--- src/rtl/sfl_rx_pkg.sv ---
// Package: shared constants and types for the serial lock frame receiver.
// Assumes a single clock domain; sizes here are the defaults of the top.
package sfl_rx_pkg;
    localparam int unsigned DEF_FRAME_BITS = 67;
    localparam int unsigned DEF_CYC_PER_BIT = 2;
    localparam int unsigned DEF_INC_W = 22;
    localparam int unsigned DEF_PHASE_W = 14;

    typedef enum logic {
        RX_IDLE = 1'b0,
        RX_RECV = 1'b1
    } rx_state_e;
endpackage

--- src/rtl/sfl_edge_detect.sv ---
// Module: registers the serial line and flags a high-to-low step.
// Assumes the line is already synchronous to clk. The registered copy
// resets low, so a line that is low out of reset never flags a step.
module sfl_edge_detect (
    input  logic clk,
    input  logic rst_n,
    input  logic line_in,
    output logic fall_seen
);
    logic line_q;

    // Keep the previous sample of the line.
    always_ff @(posedge clk) begin
        if (!rst_n) line_q <= 1'b0;
        else        line_q <= line_in;
    end

    // A step is a high previous sample followed by a low current one.
    always_comb fall_seen = line_q & ~line_in;
endmodule

--- src/rtl/sfl_bit_timer.sv ---
// Module: frame sequencer. Starts on a qualified falling edge, divides
// the clock into bit periods and issues a sample strobe on the last
// clock of each period and a final strobe on the last frame bit.
// Assumes run_en is held for the whole frame; dropping it aborts.
module sfl_bit_timer
    import sfl_rx_pkg::*;
#(
    parameter int unsigned FRAME_BITS  = DEF_FRAME_BITS,
    parameter int unsigned CYC_PER_BIT = DEF_CYC_PER_BIT
) (
    input  logic clk,
    input  logic rst_n,
    input  logic run_en,
    input  logic start,
    output logic busy,
    output logic sample_stb,
    output logic last_stb
);
    localparam int unsigned IDX_W = $clog2(FRAME_BITS);
    localparam int unsigned PH_W  = (CYC_PER_BIT > 1) ? $clog2(CYC_PER_BIT) : 1;
    localparam logic [IDX_W-1:0] LAST_IDX = IDX_W'(FRAME_BITS - 1);
    localparam logic [PH_W-1:0]  LAST_PH  = PH_W'(CYC_PER_BIT - 1);

    rx_state_e        state_q;
    logic [IDX_W-1:0] idx_q;
    logic [PH_W-1:0]  ph_q;

    // Strobes decoded from the current period position.
    always_comb begin
        sample_stb = (state_q == RX_RECV) && run_en && (ph_q == LAST_PH);
        last_stb   = sample_stb && (idx_q == LAST_IDX);
        busy       = (state_q == RX_RECV);
    end

    // Sequencer state, period phase and bit index.
    always_ff @(posedge clk) begin
        if (!rst_n) begin
            state_q <= RX_IDLE;
            idx_q   <= '0;
            ph_q    <= '0;
        end else begin
            case (state_q)
                RX_IDLE: begin
                    if (run_en && start) begin
                        state_q <= RX_RECV;
                        idx_q   <= '0;
                        ph_q    <= '0;
                    end
                end
                default: begin
                    if (!run_en) begin
                        state_q <= RX_IDLE;
                    end else if (ph_q == LAST_PH) begin
                        ph_q  <= '0;
                        idx_q <= idx_q + 1'b1;
                        if (idx_q == LAST_IDX) state_q <= RX_IDLE;
                    end else begin
                        ph_q <= ph_q + 1'b1;
                    end
                end
            endcase
        end
    end
endmodule

--- src/rtl/sfl_frame_shift.sv ---
// Module: collects frame bits least significant first. Each sampled bit
// enters at the top and the register shifts down, so after a full frame
// bit k sits at position k. frame_next shows the contents including the
// bit being sampled this cycle.
module sfl_frame_shift
    import sfl_rx_pkg::*;
#(
    parameter int unsigned FRAME_BITS = DEF_FRAME_BITS
) (
    input  logic                  clk,
    input  logic                  rst_n,
    input  logic                  shift_en,
    input  logic                  bit_in,
    output logic [FRAME_BITS-1:0] frame_next
);
    logic [FRAME_BITS-1:0] sh_q;

    // Value after the current shift.
    always_comb frame_next = {bit_in, sh_q[FRAME_BITS-1:1]};

    // Shift on each sample strobe.
    always_ff @(posedge clk) begin
        if (!rst_n)        sh_q <= '0;
        else if (shift_en) sh_q <= frame_next;
    end
endmodule

--- src/rtl/sfl_lock_rx.sv ---
// Module: top of the serial lock frame receiver. Detects the frame start,
// times the bits and loads the decoded fields on the final bit.
// Assumes a line synchronous to clk and a mode field that is static
// apart from deliberate changes.
module sfl_lock_rx
    import sfl_rx_pkg::*;
#(
    parameter int unsigned FRAME_BITS  = DEF_FRAME_BITS,
    parameter int unsigned CYC_PER_BIT = DEF_CYC_PER_BIT,
    parameter int unsigned INC_W       = DEF_INC_W,
    parameter int unsigned PHASE_W     = DEF_PHASE_W
) (
    input  logic               clk,
    input  logic               rst_n,
    input  logic [1:0]         lock_mode,
    input  logic               sfl_line,
    output logic               frame_valid,
    output logic [INC_W-1:0]   freq_inc,
    output logic [PHASE_W-1:0] sc_phase,
    output logic               seq_flag,
    output logic               osc_reset_req
);
    localparam int unsigned PH_LSB  = INC_W;
    localparam int unsigned SEQ_POS = INC_W + PHASE_W;
    localparam int unsigned RST_POS = SEQ_POS + 1;

    logic                  run_en;
    logic                  fall_seen;
    logic                  busy;
    logic                  sample_stb;
    logic                  last_stb;
    logic [FRAME_BITS-1:0] frame_next;

    // Reception is allowed only in the lock mode.
    always_comb run_en = (lock_mode == 2'b11);

    sfl_edge_detect u_edge (
        .clk      (clk),
        .rst_n    (rst_n),
        .line_in  (sfl_line),
        .fall_seen(fall_seen)
    );

    sfl_bit_timer #(
        .FRAME_BITS (FRAME_BITS),
        .CYC_PER_BIT(CYC_PER_BIT)
    ) u_timer (
        .clk       (clk),
        .rst_n     (rst_n),
        .run_en    (run_en),
        .start     (fall_seen),
        .busy      (busy),
        .sample_stb(sample_stb),
        .last_stb  (last_stb)
    );

    sfl_frame_shift #(
        .FRAME_BITS(FRAME_BITS)
    ) u_shift (
        .clk       (clk),
        .rst_n     (rst_n),
        .shift_en  (sample_stb),
        .bit_in    (sfl_line),
        .frame_next(frame_next)
    );

    // Load the decoded fields and raise the strobe on the final bit.
    always_ff @(posedge clk) begin
        if (!rst_n) begin
            frame_valid   <= 1'b0;
            freq_inc      <= '0;
            sc_phase      <= '0;
            seq_flag      <= 1'b0;
            osc_reset_req <= 1'b0;
        end else begin
            frame_valid <= last_stb;
            if (last_stb) begin
                freq_inc      <= frame_next[INC_W-1:0];
                sc_phase      <= frame_next[PH_LSB +: PHASE_W];
                seq_flag      <= frame_next[SEQ_POS];
                osc_reset_req <= frame_next[RST_POS];
            end
        end
    end
endmodule

--- config.mk ---
export PLATFORM = sky130hd
export DESIGN_NAME = sfl_lock_rx
export DESIGN_NICKNAME = d
export VERILOG_FILES = /design/src/rtl/sfl_rx_pkg.sv /design/src/rtl/sfl_edge_detect.sv /design/src/rtl/sfl_bit_timer.sv /design/src/rtl/sfl_frame_shift.sv /design/src/rtl/sfl_lock_rx.sv
export SDC_FILE = /design/constraint.sdc
export NUM_CORES = 1
export LEC_CHECK = 0
export CAP_MARGIN = 25
export CELL_PAD_IN_SITES_DETAIL_PLACEMENT = 1
export CELL_PAD_IN_SITES_GLOBAL_PLACEMENT = 1
export CORE_ASPECT_RATIO = 1.2
export CORE_MARGIN = 10
export CORE_UTILIZATION = 40
export CTS_BUF_LIST = sky130_fd_sc_hd__clkbuf_8
export CTS_CLUSTER_DIAMETER = 40
export CTS_CLUSTER_SIZE = 30
export DETAILED_ROUTE_END_ITERATION = 10
export PLACE_DENSITY_LB_ADDON = 0.1
export SLEW_MARGIN = 10
export SYNTH_ARGS = -nofsm -noshare
export SYNTH_HDL_FRONTEND = slang
export SYNTH_HIERARCHICAL = 1
export SYNTH_SLANG_ARGS = --single-unit
--- constraint.sdc ---
create_clock -name clk -period 3.1 [get_ports clk]
set_input_delay 0.465 -clock clk [delete_from_list [all_inputs] [get_ports clk]]
set_output_delay 0.465 -clock clk [all_outputs]
set_load 0.01 [all_outputs]
# Word-level counts from Yosys, hierarchy flattened

Cells that the tools add are included.

Bitwise logic cells: 2
Equal/unequal tests: 4
Muxes and demuxes: 13
Add/subtract/negate cells: 2
Reduce and logical (&&, ||, !) cells: 7

Operators by type and width:

| operator                                      | number |
|---|---|
| 2-to-1 mux 7 bit                              | 4 |
| 2-to-1 mux 1 bit                              | 9 |
| adder 7 x 1 -> 7 bit, second input constant   | 1 |
| == test 7 bit, second input constant          | 1 |
| logical AND 1 bit                             | 4 |
| AND reduction 3 bit                           | 1 |
| == test 2 bit, second input constant          | 1 |
| != test 2 x 1 -> 1 bit, second input constant | 1 |
| != test 2 bit, second input constant          | 1 |
| AND reduction 2 bit                           | 1 |
| nonzero test 2 bit                            | 1 |
| adder 1 bit, second input constant            | 1 |
| bitwise AND 1 bit                             | 1 |
| inverter 1 bit                                | 1 |

Output and inout port bits: 39
Flip-flop bits (word level): 116
Bits of input ports: 5

# Logic depth before layout (Yosys ltp)

Gate-level depths: netlist of the first run.

Depth in word-level cells: 5
Gate-level depth with buffers: 10
Mapped depth without buffers: 7

# Hierarchy

Netlist of the first run, hierarchy kept.

By module, submodules not included:

| module          | cells an instance | instances | area an instance (um2) |
|---|---|---|---|
| sfl_frame_shift | 214               | 1         | 2,552.4 |
| sfl_lock_rx     | 126               | 1         | 1,485.2 |
| sfl_bit_timer   | 58                | 1         | 493.0 |
| sfl_edge_detect | 3                 | 1         | 36.3 |

# Least setup slack after synthesis of the first run

Ideal clock, no wire load.

Path kind: register -> register
Start: register u_timer.idx_q[0]
End: register freq_inc[10]
Slack: 1.075 ns
Clock period less this slack: 2.025 ns
Required time: 2.984 ns
Arrival time: 1.909 ns
Stages on the path, launching flop included: 11
Cells stage by stage: dfxtp_1 inv_1 ha_1 or4b_1 nor3_1 and3_2 buf_4 buf_8 buf_12 mux2i_1 nor2b_1

Cells in the longest elaborated chain, start to end: 2

RTL lines:

| element                | RTL line            | text |
|---|---|---|
| start, declared        | sfl_bit_timer.sv:25 | `logic [IDX_W-1:0] idx_q;` |
| start signal, assigned | sfl_bit_timer.sv:55 | `idx_q <= idx_q + 1'b1;` |
| == test 7 bit          | sfl_bit_timer.sv:31 | `last_stb = sample_stb && (idx_q == LAST_IDX);` |
| logical AND 1 bit      | sfl_bit_timer.sv:31 |  |
| via last_stb           | sfl_lock_rx.sv:31   | `logic last_stb;` |
| end signal, assigned   | sfl_lock_rx.sv:78   | `freq_inc <= frame_next[INC_W-1:0];` |
| end, declared          | sfl_lock_rx.sv:18   | `output logic [INC_W-1:0] freq_inc,` |

The timed path passes the listed nets, and every way through them passes these cells.
A chain may end at the register's enable or synchronous reset.

# Worst setup path after layout of the first run

Start: register u_timer.idx_q[0]
End: register freq_inc[17]

The elaborated chain is that of the path after synthesis.

==> impl_summary.md, run 1 <==
Run status
The run finished with clean final reports.

Timing
For this run, the top clock speed supported by timing is 422 MHz. Setup violations remaining at the end of the flow were counted as 0. The number of slew-limit violations in the final report came to 0. The worst path meets setup with 731 ps of slack. Subtracting the final worst setup slack from the clock period gives 2370 ps. The worst-case headroom to the max-slew limit is 0.622. The setup TNS is 0 ps. On the final layout, the worst clock skew is 9.10 ps.

The worst-margin pin slew is 567 ps. Setup repair after global routing left no endpoint under its margin. The final hold violation count is 0. Dividing the final minimum period by the clock period gives 0.764.

Worst hold path
The path with the worst hold slack has its endpoint at u_timer/idx_q[6]. The worst hold path begins at u_timer/idx_q[6]. The path class of the tightest hold or removal check is flop to flop. The depth of the worst hold-timing path is 2.

Die
From bottom edge to top edge, the die measures 137 um. The area of the die is 16100 um^2. For this configuration, the core starts out at a cell density of 0.411. The floorplan step set the die width to 117 um. The core footprint is 11100 um^2. The floorplan has 42 rows. The total I/O pin count is 44.

Routing
After detailed routing, the total wire length is 8.24 mm. The overall via count from detail_route is 2829. The final antenna-violating net count is 0. The first-iteration detailed-routing DRC count is 87. Before antenna repair, the detailed router went through 4 iterations.

The detailed-route DRC error count is 0. Using the TritonRoute via totals, the vias-per-cell ratio works out to 4.68. After detailed routing, the average wire length per cell comes to 13.6 um.

Clocking
Clock-pin slew was measured on the worst setup and hold paths at 70 ps. The clock insertion delay at the later pin of the skew report is 410 ps. The number of buffers inserted to repair setup after CTS is 0. TritonCTS built the clock tree. After clock tree synthesis, the repair step resized 0 gates. The number of buffers created by CTS is 17. For this design, the CTS-stage hold fixing added 0 buffers. The clock tree synthesis step divided the H-tree into 4 levels.

The tree is rooted in a clkbuf_8. The clock passes through at most 2 buffers. The clock sink total is 115.

Power and ir drop
The switching part of the total is 0.201. The share of total power in the clock network is 0.458. The power density normalized to cell area is 524 nW/um^2. The share of total power dissipated in combinational logic is 0.018. In this run the static leakage power is 1.63 nW. The share of total power dissipated in sequential elements is 0.524.

Across the VDD grid, the largest voltage drop is 0.214 mV. The cell-internal power is 2.26 mW. The analysis attributes to net switching a power of 0.566 mW.

Synthesis
The total of warnings raised by yosys is 6. The number of nets in the synthesized netlist is 407. The average cell area after synthesis is 11.4 um^2. In this run the cell area of the synthesized design comes to 4560 um^2. The synthesized netlist cell count is 400.

Worst setup path
The dominant delay contributor by cell family on the critical path is simple AND/OR/NAND/NOR gates. The master of the slowest instance on the critical path is or4b_1. The cell depth of the worst flop-to-flop path is 8. The startpoint of the worst register-to-register path is u_timer/idx_q[0]. Data arrives at the worst endpoint at 2670 ps. Walking the worst path, the cells encountered are inv_1 -> ha_1 -> or4b_1 -> nor3_1 -> and3_2 -> buf_12 -> mux2i_1 -> nor2b_1. The largest fanout of any net on the critical path is 35. The kind of launch point of the worst setup path is a flop. The sort of element at the end of the critical path is a flop. For flop-to-flop paths, the worst setup slack is 730 ps. For this run, the slowest stage of the critical path takes 430 ps. By startpoint and endpoint, the worst setup path is classified as flop to flop.

The required time at the endpoint of the critical path is 3400 ps. The endpoint of the most critical register-to-register path is freq_inc[17]. The worst path buffer plus inverter count is 2.

Final layout
The net count of the finished layout is 446. 0 antenna diodes ended up in the layout. After filler insertion, the fill cell instance count of the layout stands at 1204. Of the cells placed in the final design, the portion with a size suffix greater than 1 is 0.0820.

From synthesis to final layout, the design area changed by 18.2%. The final instance count without filler cells is 605. Summing all multi-input logic gate instances after layout gives 2000 um^2. The flip-flop and latch area is 2300 um^2.

Placement
The count of buffers from port buffering is 43. The routability congestion estimate from global placement is 0.706. Before CTS, the worst setup slack after placement is 605 ps. After detailed placement, the design holds a cell count of 574.

Detailed placement finished with a half-perimeter wire length of 5.34 mm.

Global route
Global routing finished with a remaining overflow of 0. The number of antenna violations at the first check in global routing was 0. The total global-route track usage is 0.108. The maximum number of pins on one net before global-route repair is 72. The via count of the first global-routing pass is 2906. The first global-routing pass estimated 14.2 mm of wire.

Flow run
The max-capacitance violation count is 0.
metrics by stage:
step	cell area [um^2]	hold WS, ps	power, mW	util
after floorplan	4560	452	1.55	-
final	5390	486	2.82	0.486
after global placement	5020	471	1.56	0.452
after global routing	5390	526	2.95	0.486
after CTS	5390	497	2.87	0.486
after detailed placement	5020	488	1.56	0.452
power by group through the flow:
stage / registers (mW) / clock network (mW) / logic [mW]
after global placement: 1.51 / 0 / 0.0505
after global routing: 1.48 / 1.42 / 0.0545
after CTS: 1.48 / 1.34 / 0.0505
final: 1.48 / 1.29 / 0.0495
after floorplan: 1.51 / 0 / 0.0373
after detailed placement: 1.51 / 0 / 0.0503
cell type report:
cell class / count / share of cell area
timing repair buffer: 47 / 0.0938
multi-input combinational: 255 / 0.372
tap: 154 / 0.0358
clock inverter: 11 / 0.0181
clock buffer: 20 / 0.0511
sequential: 115 / 0.427
inverter: 3 / 0.00209
worst min-delay path: stages (launching register included):
cell and delay [ps]:
dfxtp_1 320, o31ai_1 60, a21oi_1 60
cell usage in the layout (no fill, tap or decap), types with 2 or more instances in the layout:
| cell type | count |
|---|---|
| a21oi_1 | 8 |
| and2_1 | 2 |
| buf_12 | 4 |
| bufinv_16 | 2 |
| clkbuf_8 | 20 |
| clkdlybuf4s50_1 | 42 |
| clkinv_2 | 3 |
| dfxtp_1 | 115 |
| ha_1 | 2 |
| inv_1 | 9 |
| mux2i_1 | 104 |
| nand2_1 | 7 |
| nand3b_1 | 2 |
| nand4_1 | 3 |
| nor2b_1 | 105 |
| o21ai_0 | 5 |
| o31ai_1 | 2 |
| or3_2 | 2 |
| or4_1 | 2 |
| or4b_1 | 2 |
metal layers:
| metal | global-route usage | vias to the layer above | share of wire |
|---|---|---|---|
| li1 | - | 1427 | - |
| met1 | 0.120 | 1358 | 0.47 |
| met2 | 0.177 | 35 | 0.48 |
| met3 | 0.0441 | 9 | 0.041 |
| met4 | 0.0516 | 0 | 0.013 |
| met5 | 0 | - | 0 |
worst max-delay path by stage:
stage,start,to,slack (ps),cells past startpoint
after floorplan,u_timer/idx_q[0],freq_inc[10],1080,10
after global placement,lock_mode[0],u_shift/sh_q[30],650,6
after detailed placement,lock_mode[0],u_shift/sh_q[25],610,6
after CTS,u_timer/idx_q[0],freq_inc[17],680,8
after global routing,u_timer/idx_q[0],freq_inc[18],560,8
final,u_timer/idx_q[0],freq_inc[17],730,8
state kept, by name (all words and copies together), names as in the netlist:
name,count
frame_valid,1
freq_inc,22
osc_reset_req,1
sc_phase,14
seq_flag,1
u_edge/line_q,1
u_shift/sh_q,66
u_timer/busy,1
u_timer/idx_q,7
u_timer/ph_q,1
(Power assumes the default switching activity.)
==> run 2: changes to the inputs <==
==> constraint.sdc (replaced) <==
create_clock -name clk -period 2.3 [get_ports clk]
set_input_delay 0.345 -clock clk [delete_from_list [all_inputs] [get_ports clk]]
set_output_delay 0.345 -clock clk [all_outputs]
set_load 0.01 [all_outputs]
==> impl_summary.md, run 2 (synthesis gave the netlist of run 1 again) <==
Run status
The run finished with clean final reports.

Worst setup path
The kind of launch point of the worst setup path is a flop. The critical path goes through inv_1 -> ha_1 -> or4b_1 -> nor3_2 -> and3_2 -> buf_12 -> mux2i_1 -> nor2b_1. The dominant delay contributor by cell family on the critical path is simple AND/OR/NAND/NOR gates. The largest fanout of any net on the critical path is 25. The arrival time of data at the critical path endpoint is 2410 ps. The master of the slowest instance on the critical path is or4b_1. The required time at the endpoint of the critical path is 2610 ps. The worst setup path is of the flop to flop kind. The largest stage delay on the critical path is 450 ps. STA classifies the critical path endpoint as a flop. The worst path buffer plus inverter count is 2.

Timing
Setup repair after global routing left no endpoint under its margin. Measured against its own limit, the worst slew margin works out to 0.635. The smallest clock period supported by the final layout is computed as 2100 ps. The final hold violation count was 0.

The portion of the clock cycle consumed by the worst path in the final layout is 0.914. The highest clock frequency the design can meet is 476 MHz. The number of slew-limit violations in the final report is 0. Across all hold checks on the routed design, the worst slack comes to 470 ps.

The setup TNS is 0 ps. Setup violations remaining at the end of the flow were counted as 0. After layout, the worst setup slack is 197 ps. The final worst clock skew is 8.65 ps. For the pin with the worst max-slew slack, the measured transition is 547 ps.

Routing
Once detail routing completed, the nets flagged for antenna violations numbered 0. For this block, the initial DRC count from the detailed router was 73. Dividing the detail-routed wire length by the instance count gives 13.6 um. Detailed routing inserted a total of 2791 vias. The detailed-routing iteration count for the pre-antenna-repair pass is 4. For this run, design rule violations remaining after detail routing come to 0. The routed design has 8.28 mm of wire. The post-detailed-route via-to-cell ratio is 4.58.

Final layout
The top cell types in the final layout, fill and taps aside, are 115 x dfxtp_1, 105 x nor2b_1, 104 x mux2i_1, 42 x clkdlybuf4s50_1, 22 x clkbuf_8. The number of antenna diodes in the final layout is 0. The area growth from synthesis to layout is 21.6%. Summing all multi-input logic gate instances after layout gives 2010 um^2. Registers take 2300 um^2. The library cell used most frequently in the layout, excluding fill and tap cells, is dfxtp_1. Fill cells in the final layout number 1190.

The largest register by flop count is u_shift/sh_q. The net count of the finished layout is 450. The number of flip-flops in the largest register is 66. For this run, the share of the core covered by cells in the final layout is 0.500. The largest registers in the layout are u_shift/sh_q (66), freq_inc (22), sc_phase (14). The share of final-layout standard cells stronger than drive strength 1 is 0.105.

Clocking
The clock sink total is 115. The number of setup buffers added after CTS is 0. TritonCTS built the clock tree.

The clock insertion delay at the later pin of the skew report is 410 ps. Counting along the longest clock path gives a buffer depth of 2. After clock tree synthesis, the clock-pin slew on the worst setup and hold paths is 70 ps. The clock tree synthesis step divided the H-tree into 4 levels. TritonCTS created 17 clock buffers. Clock tree synthesis selected as its root buffer the cell clkbuf_8.

The number of instances resized during post-cts repair is 0. Buffers inserted to repair hold after CTS numbered 0.

Die
The floorplan step defined a die boundary enclosing 16100 um^2. The number of rows in the core area is 42. The die is 137 um tall. The core footprint is 11100 um^2. For this configuration, the core starts out at a cell density of 0.411. For this design the top-level I/O count stands at 44.

The die is 117 um wide.

Power and ir drop
The leakage power is 1.68 nW. IR analysis of the VDD net gives a maximum drop of 0.307 mV. The power density normalized to cell area is 767 nW/um^2.

Placement
The setup slack after placement is 149 ps. The HPWL after detailed placement is 5.47 mm. The routability congestion estimate from global placement is 0.725. The count of buffers from port buffering is 43.

Global route
The number of antenna violations at the first check in global routing is 0. Across every metal layer, demand over resource in global routing totals 0.107. The via count of the first global-routing pass is 2823. The first global-routing pass estimated 14.2 mm of wire.

The maximum number of pins on one net before global-route repair is 36. The overflow left after global routing is 0.

Worst hold path
The path class of the tightest hold or removal check is primary input to flop.

Flow run
The max-capacitance violation count is 0.
-- run 2: worst register-to-register path, stage by stage (launching register included) --
cell	delay [ps]
dfxtp_1	350
inv_1	70
ha_1	140
or4b_1	450
nor3_2	200
and3_2	270
buf_12	230
mux2i_1	230
nor2b_1	60
-- run 2: final timing paths --
path	to	cells after the start	start	slack [ps]
worst max-delay path	freq_inc[10]	8	u_timer/idx_q[0]	200
worst min-delay path	seq_flag	2	rst_n	470
worst max register to register	freq_inc[10]	8	u_timer/idx_q[0]	200
worst min register to register	u_timer/idx_q[5]	2	u_timer/idx_q[5]	500
-- run 2: power breakdown --
group	switching, mW	internal [mW]	total (mW)	leakage [nW]
combinational	0.0329	0.0349	0.0678	0.510
clock	0.760	1.43	2.19	0.246
sequential	0.000931	1.99	1.99	0.926
-- run 2: metal layers --
metal,vias up,wire (um),global-route usage,part of all wire
met5,-,0,0,0
met4,0,63,0.0433,0.0076
met3,6,353,0.0503,0.043
met2,41,3940,0.170,0.48
met1,1316,3920,0.124,0.47
li1,1428,-,-,-
-- run 2: per-stage QoR --
step | power (mW) | instance area, um^2 | std cells
6_report | 4.25 | 5540 | 610
5_1_grt | 4.44 | 5540 | 610
4_1_cts | 4.32 | 5540 | 610
3_5_place_dp | 2.11 | 5060 | 578
3_3_place_gp | 2.11 | 5060 | 578
2_1_floorplan | 2.09 | 4560 | 400
-- run 2: cell type report --
cell class / count / area share
Multi-Input combinational cell: 255 / 0.363
Clock inverter: 10 / 0.0318
Timing Repair Buffer: 51 / 0.0989
Clock buffer: 22 / 0.0546
Sequential cell: 115 / 0.415
Inverter: 3 / 0.00203
Tap cell: 154 / 0.0348
